--- config.mk ---
export PLATFORM = sky130hd
export DESIGN_NAME = ssp_serial_tx
export DESIGN_NICKNAME = d
export VERILOG_FILES = /design/src/rtl/ssp_pkg.sv /design/src/rtl/ssp_rate_timer.sv /design/src/rtl/ssp_sample_hold.sv /design/src/rtl/ssp_frame_seq.sv /design/src/rtl/ssp_serial_tx.sv
export SDC_FILE = /design/constraint.sdc
export NUM_CORES = 1
export LEC_CHECK = 0
export CAP_MARGIN = 20
export CORE_MARGIN = 5
export CORE_UTILIZATION = 40
export CTS_CLUSTER_DIAMETER = 150
export DETAILED_ROUTE_END_ITERATION = 10
export DONT_BUFFER_PORTS = 1
export SYNTH_ARGS = -nofsm -noshare
export SYNTH_HDL_FRONTEND = slang
export SYNTH_SLANG_ARGS = --single-unit
--- constraint.sdc ---
create_clock -name clk -period 2.1 [get_ports clk]
set_input_delay 0.63 -clock clk [delete_from_list [all_inputs] [get_ports clk]]
set_output_delay 0.63 -clock clk [all_outputs]
set_load 0.01 [all_outputs]
--- src/rtl/ssp_pkg.sv ---
package ssp_pkg;

    localparam int WORD_W      = 16;
    localparam int FRAME_SLOTS = 6;
    localparam int LIVE_SLOTS  = 2;
    localparam int SLOW_HALF   = 4;
    localparam int FAST_HALF   = 2;

    localparam int FRAME_BITS = FRAME_SLOTS * WORD_W;
    localparam int LIVE_BITS  = LIVE_SLOTS * WORD_W;
    localparam int BIT_IDX_W  = $clog2(FRAME_BITS);
    localparam int PH_W       = $clog2(2 * SLOW_HALF);

    typedef enum logic [1:0] {
        SEQ_IDLE  = 2'd0,
        SEQ_MARK  = 2'd1,
        SEQ_BURST = 2'd2
    } seq_state_t;

    typedef struct packed {
        logic [WORD_W-1:0] volt;
        logic [WORD_W-1:0] curr;
    } sample_pair_t;

    function automatic logic [PH_W-1:0] half_len(input logic fast);
        return fast ? PH_W'(FAST_HALF) : PH_W'(SLOW_HALF);
    endfunction

endpackage

--- src/rtl/ssp_rate_timer.sv ---
module ssp_rate_timer
    import ssp_pkg::*;
(
    input  logic clk,
    input  logic rst_n,
    input  logic run,
    input  logic fast,
    output logic period_end,
    output logic upper_half
);
    logic [PH_W-1:0] phase_q;
    logic [PH_W-1:0] half_w;

    assign half_w     = half_len(fast);
    assign period_end = (phase_q == ((half_w << 1) - PH_W'(1)));
    assign upper_half = (phase_q >= half_w);

    always_ff @(posedge clk) begin
        if (!rst_n || !run) begin
            phase_q <= '0;
        end else if (period_end) begin
            phase_q <= '0;
        end else begin
            phase_q <= phase_q + PH_W'(1);
        end
    end
endmodule

--- src/rtl/ssp_sample_hold.sv ---
module ssp_sample_hold
    import ssp_pkg::*;
(
    input  logic              clk,
    input  logic              rst_n,
    input  logic              stb,
    input  logic [WORD_W-1:0] volt,
    input  logic [WORD_W-1:0] curr,
    input  logic              take,
    output sample_pair_t      held,
    output logic              pending
);
    always_ff @(posedge clk) begin
        if (!rst_n) begin
            held    <= '0;
            pending <= 1'b0;
        end else if (stb) begin
            held.volt <= volt;
            held.curr <= curr;
            pending   <= 1'b1;
        end else if (take) begin
            pending   <= 1'b0;
        end
    end
endmodule

--- src/rtl/ssp_frame_seq.sv ---
module ssp_frame_seq
    import ssp_pkg::*;
(
    input  logic         clk,
    input  logic         rst_n,
    input  logic         pending,
    input  sample_pair_t held,
    input  logic         rate_fast,
    input  logic         period_end,
    input  logic         upper_half,
    output logic         take,
    output logic         run,
    output logic         rate_q,
    output logic         sclk,
    output logic         mark,
    output logic         sdo
);
    localparam logic [BIT_IDX_W-1:0] LAST_BIT = BIT_IDX_W'(FRAME_BITS - 1);

    seq_state_t             state_q;
    logic [BIT_IDX_W-1:0]   bit_q;
    logic [LIVE_BITS-1:0]   shreg_q;
    logic                   burst_done;

    assign burst_done = (state_q == SEQ_BURST) && period_end && (bit_q == LAST_BIT);
    assign take       = pending && ((state_q == SEQ_IDLE) || burst_done);
    assign run        = (state_q != SEQ_IDLE);
    assign mark       = (state_q == SEQ_MARK);
    assign sclk       = (state_q == SEQ_BURST) && upper_half;
    assign sdo        = (state_q == SEQ_BURST) && shreg_q[LIVE_BITS-1];

    always_ff @(posedge clk) begin
        if (!rst_n) begin
            state_q <= SEQ_IDLE;
            bit_q   <= '0;
            shreg_q <= '0;
            rate_q  <= 1'b0;
        end else begin
            if (take) begin
                state_q <= SEQ_MARK;
                shreg_q <= held;
                rate_q  <= rate_fast;
                bit_q   <= '0;
            end else begin
                unique case (state_q)
                    SEQ_IDLE: ;
                    SEQ_MARK: begin
                        if (period_end) begin
                            state_q <= SEQ_BURST;
                            bit_q   <= '0;
                        end
                    end
                    SEQ_BURST: begin
                        if (period_end) begin
                            if (bit_q == LAST_BIT) begin
                                state_q <= SEQ_IDLE;
                            end else begin
                                bit_q   <= bit_q + BIT_IDX_W'(1);
                                shreg_q <= {shreg_q[LIVE_BITS-2:0], 1'b0};
                            end
                        end
                    end
                    default: state_q <= SEQ_IDLE;
                endcase
            end
        end
    end
endmodule

--- src/rtl/ssp_serial_tx.sv ---
module ssp_serial_tx
    import ssp_pkg::*;
(
    input  logic              clk,
    input  logic              rst_n,
    input  logic              rate_fast_i,
    input  logic              port_en_i,
    input  logic              smp_stb_i,
    input  logic [WORD_W-1:0] volt_i,
    input  logic [WORD_W-1:0] curr_i,
    output logic              sclk_o,
    output logic              sclk_oe_o,
    output logic              frame_o,
    output logic              frame_oe_o,
    output logic              sdo_o,
    output logic              sdo_oe_o
);
    sample_pair_t held_w;
    logic pending_w, take_w, run_w, rate_q_w, period_end_w, upper_half_w;

    ssp_sample_hold u_hold (
        .clk     (clk),
        .rst_n   (rst_n),
        .stb     (smp_stb_i),
        .volt    (volt_i),
        .curr    (curr_i),
        .take    (take_w),
        .held    (held_w),
        .pending (pending_w)
    );

    ssp_rate_timer u_timer (
        .clk        (clk),
        .rst_n      (rst_n),
        .run        (run_w),
        .fast       (rate_q_w),
        .period_end (period_end_w),
        .upper_half (upper_half_w)
    );

    ssp_frame_seq u_seq (
        .clk        (clk),
        .rst_n      (rst_n),
        .pending    (pending_w),
        .held       (held_w),
        .rate_fast  (rate_fast_i),
        .period_end (period_end_w),
        .upper_half (upper_half_w),
        .take       (take_w),
        .run        (run_w),
        .rate_q     (rate_q_w),
        .sclk       (sclk_o),
        .mark       (frame_o),
        .sdo        (sdo_o)
    );

    assign sclk_oe_o  = port_en_i;
    assign frame_oe_o = port_en_i;
    assign sdo_oe_o   = port_en_i;
endmodule

==> run metrics <==
largest net degree at the start of global routing 76; CTS Buffer Depth 2; iteration count of the initial detailed-routing pass 4; CTS tree yes; HP Start rate_fast_i; vias per cell 5.34; H-Tree Level Count 3; core area 8810 sq um; Seq/Total Area, Yosys 43.0%; clk_lat worst skew 0.34 ns; CP startpoint kind flip-flop; vias in the first global route 2409; async set-reset flop share out of synthesis 0%; setup TNS 0 ns; WL per Instance 14.8 um; Avg Cell Area, Syn 10.4 sq um; final WL 6730 um; Nets 383; final setup vio count 0; initial DRC count 62; Final Worst Setup Slack 0.00843 ns; most common flop cell mapped by yosys dfxtp_1; Internal 0.00239 W; Final HPWL DP 4230 um; Power Density 774 nW/um^2; cell count after synthesis 350; EDFF count, synth 0; share of total power in sequential cells 52.2%; Fin. Hold Viols 0; layout cells sized above 1 21.6%; GR Overflow Total 0; peak supply drop 338 uV; hold_ws 0.428 ns; RSZ-0062 raised after global routing yes; fin crit share 99.6%; crit path kind flip-flop to primary output; FF-to-FF Start u_seq.rate_q; Yosys warnings 0; via count 2430; worst rel slew slack 63.5%; Area Growth Syn to Fin 10.0%; Max FO, Critical Path 2; Switch Pwr 0.000708 W; max_cap viols 0; # rows 34; Lkg Pwr 1.69 nW; Sink Count 78; hold_buf cts 0; ranking of synthesized cells by area dfxtp_1 (43%), mux2i_1 (19%), a21oi_2 (7.2%); Critical Path Sink Type primary output; Worst Max-Slew Pin Slew 0.546 ns; Ports 43; CTS Root Buffer Type clkbuf_8; initial antenna violation count 0; status finished clean; most frequent cells in the layout dfxtp_1 (77), mux2i_1 (69), nor2b_1 (34); Total GRT Usage 12.5%; commonest non-fill, non-tap cell in the layout dfxtp_1; Final Skew 0.00972 ns; fmax 0.478 GHz; Fill cells 817; Die H 105 um; FF+latch count, synth 78; ANT cells 0; crit path from u_timer.phase_q[1]; Placed Area 3700 sq um; Initial Util 41.3%; routability cong. 0.736; reg2reg setup slack 0.12 ns; Inserted Clock Buffers 9; syn_nets 391; first-pass GRT wire length 11500 um; area leader, netlist dfxtp_1; final antenna-violating net count 0; Period minus WS final 2.09 ns; worst hold path type input pin to flip-flop; Yosys top cell area share 43.0%; number of distinct library cells after synthesis 37; critical path data arrival time 1.46 ns; CTS clk-pin slew, worst paths 0.08 ns; switching share of power 22.9%; worst slack, placed 0.148 ns; drt drc 0; combinational power share 9.2%; Die X 105 um; max-slew violations 0; Final Instance Area 4000 sq um; Post-Syn Area 3630 sq um; worst path required time 1.47 ns; IO Port Bufs 0; Power Total 0.00309 W; Clock Power Share 38.6%; Die ar. 11100 sq um
power groups by stage:
stage / clock network, W / registers, W / logic (W)
floorplan: 0 / 0.00163 / 0.000274
global placement: 0 / 0.00165 / 0.000265
detailed placement: 0 / 0.00165 / 0.000270
CTS: 0.00124 / 0.00162 / 0.000273
global route: 0.00130 / 0.00163 / 0.000317
finish: 0.00120 / 0.00161 / 0.000284
cells in the mapped netlist, types with 5 or more instances:
| cell type | count |
|---|---|
| nor2b_1 | 34 |
| nor2_1 | 5 |
| o21ai_0 | 5 |
| o31ai_1 | 31 |
| dfxtp_1 | 78 |
| a21oi_1 | 5 |
| buf_2 | 9 |
| clkbuf_1 | 19 |
| o211ai_1 | 8 |
| inv_1 | 8 |
| nand2_1 | 7 |
| a21oi_2 | 30 |
| mux2i_1 | 69 |
area by class of cell:
type	count	area [sq um]	share of cell area [%]
multi-input cells	229	1890	47.4
flip-flops and latches	78	1560	39.1
clock buffers	13	179	4.47
repair buffers	16	158	3.94
well taps	108	135	3.38
clock inverters	3	40.0	1.00
inverters	8	30.0	0.751
state kept, by name (all words and copies together), names as in the netlist:
register,count
u_seq.state_q,2
u_timer.phase_q,3
u_seq.rate_q,1
u_seq.bit_q,7
u_hold.held,32
u_seq.shreg_q,32
u_hold.pending,1
what timing repair did:
| item | 4_1_cts | 5_1_grt |
|---|---|---|
| pin swaps | 2 | 2 |
| setup buffers | 0 | 7 |
| endpoints found under the setup margin | 1 | 22 |
| gates resized for setup | 5 | 4 |
cells by family after synthesis:
logic type                 synth area share (%)
muxes                                      19.0
AOI/OAI and AO/OA                          19.6
and+or+nand+nor                            11.2
buffers and inverters                      5.89
adders and majority gates                  1.38
DFF                                        43.0
final timing paths:
| kind | to | depth (start not counted) |
|---|---|---|
| worst max-delay path | sclk_o | 7 |
| worst min-delay path | u_seq.rate_q | 2 |
| worst max register to register | u_seq.shreg_q[14] | 6 |
| worst min register to register | u_seq.shreg_q[0] | 2 |
layer usage:
metal	routed length (um)	global-route usage, %	vias to the layer above
met4	29	4.50	0
li1	-	-	1245
met3	246	3.42	2
met1	3300	16.4	1151
met5	0	0	-
met2	3160	19.7	32
per-stage QoR:
stage          utilization [%]  cells
6_report                  45.4    455
5_1_grt                   45.4    455
4_1_cts                   44.6    448
3_5_place_dp              42.0    432
3_3_place_gp              42.0    432
2_1_floorplan                -    350
critical path, cell delays in order, from the launching register on:
cell and delay (ns):
dfxtp_2 0.35, inv_2 0.04, ha_4 0.25, inv_2 0.03, o21ai_2 0.11, a21oi_2 0.06
nor3b_2 0.15, buf_4 0.14
Note: power is estimated with default switching activity, not from simulation.
